`src/rtl/par_sram_pkg.sv`:
```
package par_sram_pkg;

  typedef enum logic {
    ST_IDLE  = 1'b0,
    ST_CHECK = 1'b1
  } bank_st_e;

  // even-parity bit for one byte lane: set when the byte has an odd count of ones
  function automatic logic byte_even_par(input logic [7:0] b);
    return ^b;
  endfunction

  // one lane after a merge: new byte when its strobe is set, stored byte otherwise
  function automatic logic [7:0] lane_merge(input logic [7:0] old_b,
                                            input logic [7:0] new_b,
                                            input logic       strobe);
    return strobe ? new_b : old_b;
  endfunction

endpackage

```
`src/rtl/par_gen.sv`:
```
module par_gen
  import par_sram_pkg::*;
#(
  parameter int LANES = 4
) (
  input  logic [8*LANES-1:0] data,
  output logic [LANES-1:0]   par
);
  for (genvar i = 0; i < LANES; i++) begin : g_lane
    assign par[i] = byte_even_par(data[8*i +: 8]);
  end
endmodule

```
`src/rtl/par_chk.sv`:
```
module par_chk
  import par_sram_pkg::*;
#(
  parameter int LANES = 4
) (
  input  logic [8*LANES-1:0] data,
  input  logic [LANES-1:0]   par,
  output logic [LANES-1:0]   bad_lanes
);
  for (genvar i = 0; i < LANES; i++) begin : g_lane
    assign bad_lanes[i] = byte_even_par(data[8*i +: 8]) ^ par[i];
  end
endmodule

```
`src/rtl/rmw_merge.sv`:
```
module rmw_merge
  import par_sram_pkg::*;
#(
  parameter int LANES = 4
) (
  input  logic [8*LANES-1:0] old_word,
  input  logic [8*LANES-1:0] new_word,
  input  logic [LANES-1:0]   strobes,
  output logic [8*LANES-1:0] merged
);
  for (genvar i = 0; i < LANES; i++) begin : g_lane
    assign merged[8*i +: 8] = lane_merge(old_word[8*i +: 8], new_word[8*i +: 8], strobes[i]);
  end
endmodule

```
`src/rtl/par_sram_bank.sv`:
```
module par_sram_bank
  import par_sram_pkg::*;
#(
  parameter int LANES  = 4,
  parameter int ADDR_W = 11
) (
  input  logic                 clk,
  input  logic                 rst_n,
  input  logic                 chk_en,
  input  logic                 bus_sel,
  input  logic                 bus_wr,
  input  logic [ADDR_W-1:0]    bus_waddr,
  input  logic [LANES-1:0]     bus_be,
  input  logic [8*LANES-1:0]   bus_wdata,
  output logic [8*LANES-1:0]   bus_rdata,
  output logic                 bus_ready,
  output logic                 bus_err,
  output logic                 mem_en,
  output logic                 mem_we,
  output logic [ADDR_W-1:0]    mem_addr,
  output logic [8*LANES-1:0]   mem_wdata,
  output logic [LANES-1:0]     mem_wpar,
  input  logic [8*LANES-1:0]   mem_rdata,
  input  logic [LANES-1:0]     mem_rpar
);
  localparam int DATA_W = 8 * LANES;

  bank_st_e state_q, state_d;

  // named internal events, also seen by the checker
  logic              in_idle;
  logic              in_chk;
  logic              req_full_wr;
  logic              start_fetch;
  logic              parity_fault;
  logic              commit_sub;
  logic              commit_full;
  logic [LANES-1:0]  bad_lanes;
  logic [DATA_W-1:0] merged_word;

  assign in_idle      = (state_q == ST_IDLE);
  assign in_chk       = (state_q == ST_CHECK);
  assign req_full_wr  = bus_sel && bus_wr && (&bus_be);
  assign start_fetch  = in_idle && bus_sel && !req_full_wr;
  assign commit_full  = in_idle && req_full_wr;

  par_chk #(.LANES(LANES)) u_chk_par (
    .data      (mem_rdata),
    .par       (mem_rpar),
    .bad_lanes (bad_lanes)
  );

  rmw_merge #(.LANES(LANES)) u_merge (
    .old_word (mem_rdata),
    .new_word (bus_wdata),
    .strobes  (bus_be),
    .merged   (merged_word)
  );

  assign parity_fault = in_chk && chk_en && (|bad_lanes);
  assign commit_sub   = in_chk && bus_wr && !parity_fault;

  always_comb begin
    state_d = state_q;
    unique case (state_q)
      ST_IDLE:  if (start_fetch) state_d = ST_CHECK;
      ST_CHECK: state_d = ST_IDLE;
      default:  state_d = ST_IDLE;
    endcase
  end

  always_ff @(posedge clk) begin
    if (!rst_n) state_q <= ST_IDLE;
    else        state_q <= state_d;
  end

  assign mem_en    = (in_idle && bus_sel) || commit_sub;
  assign mem_we    = commit_full || commit_sub;
  assign mem_addr  = bus_waddr;
  assign mem_wdata = in_chk ? merged_word : bus_wdata;

  par_gen #(.LANES(LANES)) u_gen_par (
    .data (mem_wdata),
    .par  (mem_wpar)
  );

  assign bus_ready = commit_full || in_chk;
  assign bus_err   = parity_fault;
  assign bus_rdata = (in_chk && !bus_wr && !parity_fault) ? mem_rdata : '0;

endmodule

```
`config.mk`:
```
export PLATFORM = sky130hd
export DESIGN_NAME = par_sram_bank
export DESIGN_NICKNAME = d
export VERILOG_FILES = /design/src/rtl/par_sram_pkg.sv /design/src/rtl/par_gen.sv /design/src/rtl/par_chk.sv /design/src/rtl/rmw_merge.sv /design/src/rtl/par_sram_bank.sv
export SDC_FILE = /design/constraint.sdc
export NUM_CORES = 1
export LEC_CHECK = 0
export ABC_AREA = 1
export BUFFER_PORTS_ARGS = -buffer_cell sky130_fd_sc_hd__buf_4
export CORE_ASPECT_RATIO = 1.5
export CORE_MARGIN = 2
export CORE_UTILIZATION = 33
export DETAILED_ROUTE_END_ITERATION = 12
export GPL_TIMING_DRIVEN = 0
export PLACE_DENSITY = 0.85
export SLEW_MARGIN = 30
export SYNTH_ARGS = -nofsm -noshare
export SYNTH_HDL_FRONTEND = slang
export SYNTH_SLANG_ARGS = --single-unit
```
`constraint.sdc`:
```
create_clock -name clk -period 1.2 [get_ports clk]
set_input_delay 0.06 -clock clk [delete_from_list [all_inputs] [get_ports clk]]
set_output_delay 0.06 -clock clk [all_outputs]
set_load 0.005 [all_outputs]
```
==> flow_summary.ini <==
[status]
outcome = complete, but fails checks
failed_checks = negative setup slack

[yosys]
syn_area_sq_mm = 0.00170
syn-num-nets = 412
synthDistinctLibCells = 19
synth-seq-cells = 1
yosys_warnings = 0
netlist_instances = 324
synth-seq-area-share_pct = 1.18
synth_area_per_cell_sq_um = 5.25

[cells_and_area]
final_layout_size_suffix_gt1_share_pct = 66.3
largest_reg_flops = 1
mostFrequentLayoutCells = buf_4, nand2_1, inv_1, buf_6, nor2_4
areaGrowthSynthToFinish_pct = 136
nNetsFinal = 601
antenna_cells = 0
final_common_cell = buf_4

[routing]
routed_wl_mm = 7.98
wire_per_inst_um = 13.8
drt-pass1-iter-count = 4
drt-initial-drc-count = 79
vias_per_cell = 4.64
num_vias = 2689
drt.antenna.violating_nets = 0
drc = 0

[global_route]
grt_antenna_before_repair = 0
grt_max_degree = 11
grtUsageTotal_pct = 22.4
grt_pass1_vias = 2530
grt_pass1_wl_mm = 10.8
gr-total-overflow = 0

[sta]
finalWorstSetupSlack_ns = -0.415
fin_skew_ns = 0
setup_viol = 39
finalCritPeriodShare_pct = 135
tns_ns = -14.60
drv_slew = 0
period_needed_ns = 1.62
hold_viol = 0
timing.fmax_ghz = 0.619
rsz0062_at_grt = true
slew_headroom_pct = 75.7
max_slew.worst_pin.slew_ns = 0.363
worst_hold_slack_ns = 0.286

[floorplan]
core-area_sq_mm = 0.00504
die_h_um = 91.9
die_w_um = 62.6
io_pins = 171
initial_core_util_pct = 33.7
num_rows = 32
dieArea_sq_mm = 0.00575

[critical_path]
cp_slowest_cell = clkbuf_16
cp-start-kind = primary input
path_cells = buf_4 > nand2_2 > inv_1 > nor2_1 > nand2_2 > nand2_2 > nand2_2 > nand3_1 > nand2_1 > nor2_2 > nand2_2 > nand2_4 > nand2_8 > clkbuf_16 > nor2_2 > buf_4
crit_buf_inv = 4
end_kind = primary output
max_stage_delay_ns = 0.21
worstSetupPathType = primary input to primary output
critPathMostFrequentCell = nand2_2
cp_max_fo = 8
critPathRequiredTime_ns = 1.14
crit_family = simple AND/OR/NAND/NOR gates
crit_arrival_ns = 1.56

[power]
power_density_mw_per_mm2 = 450
max-vdd-ir-drop_uv = 255
power_mw = 1.80
p_leak_nw = 2.17

[place]
numPortBuffers = 159
place.gp.congestion = 0.840
hpwl_mm = 5.28

[cts]
insertion_delay_ns = 0

[hold_path]
worst_hold_path_type = primary input to primary output

[job]
maxCapViolCount = 0
[worst register-to-register path, stage by stage (launching register included)]
cell,delay (ns)
dfxtp_2,0.30
buf_12,0.15
inv_1,0.09
nand2_1,0.08
nor3b_1,0.20
[cells in the mapped netlist, drive strengths merged]
cell	n	area share, %
nor3	1	0.29
nand4	3	1.1
o21ai	32	12
or2	1	0.37
xor2	9	4.6
dfxtp	1	1.2
nand2	123	30
inv	59	13
nor3b	1	0.44
nor2	41	12
nand3	10	2.9
buf	19	10
xnor2	24	12
[cell families after synthesis]
logic type / share of synthesized area (%)
flops: 1.18
buf+inv: 23.2
xor+xnor: 17.0
simple gates: 46.8
compound gates: 11.8
[final cells by class]
type	count	area, sq um
Multi-Input combinational cell	245	1780
Timing Repair Buffer	187	1650
Fill cell	349	1040
Inverter	59	250
Buffer	19	219
Tap cell	68	85.1
Sequential cell	1	21.3
[stage by stage]
| stage | utilization [%] | worst slack, ns | instance area [sq um] | cells |
|---|---|---|---|---|
| 5_1_grt | 79.4 | -0.571 | 4010 | 579 |
| 3_3_place_gp | 60.6 | -0.454 | 3060 | 551 |
| 3_5_place_dp | 60.6 | -0.462 | 3060 | 551 |
| 4_1_cts | 69.1 | -0.402 | 3490 | 573 |
| 2_1_floorplan | - | -0.171 | 1780 | 324 |
| 6_report | 79.4 | -0.415 | 4010 | 579 |
[power breakdown]
group | internal (mW) | switching, mW | leakage [nW]
Combinational | 0.951 | 0.815 | 2.16
Sequential | 0.0363 | 0.00145 | 0.00861
Clock | 0 | 0 | 0
Total | 0.987 | 0.816 | 2.17
[per-layer routing]
metal | vias to the layer above | track usage (%) | wire [um] | part of all wire [%]
li1 | 1328 | - | - | -
met1 | 1228 | 21.6 | 2700 | 34
met2 | 121 | 48.2 | 4650 | 58
met3 | 12 | 3.19 | 478 | 6.0
met4 | 0 | 4.63 | 156 | 2.0
met5 | - | 0 | 0 | 0
[path summary, 6_finish.rpt]
check | endpoint | cells past startpoint | slack [ns] | start
max reg2reg | in_chk | 4 | 0.28 | in_chk
max | bus_rdata[30] | 16 | -0.42 | mem_rdata[15]
min reg2reg | in_chk | 4 | 0.74 | in_chk
min | mem_addr[6] | 2 | 0.29 | bus_waddr[6]
[repair_timing]
item                                    CTS  global route
endpoints found under the setup margin   39            39
resized for setup                        71           109
cloned                                    5             2
pin swaps                                34            27
hold buffers                              0             0
setup buffers                            17             4
Note: power is estimated with default switching activity, not from simulation.
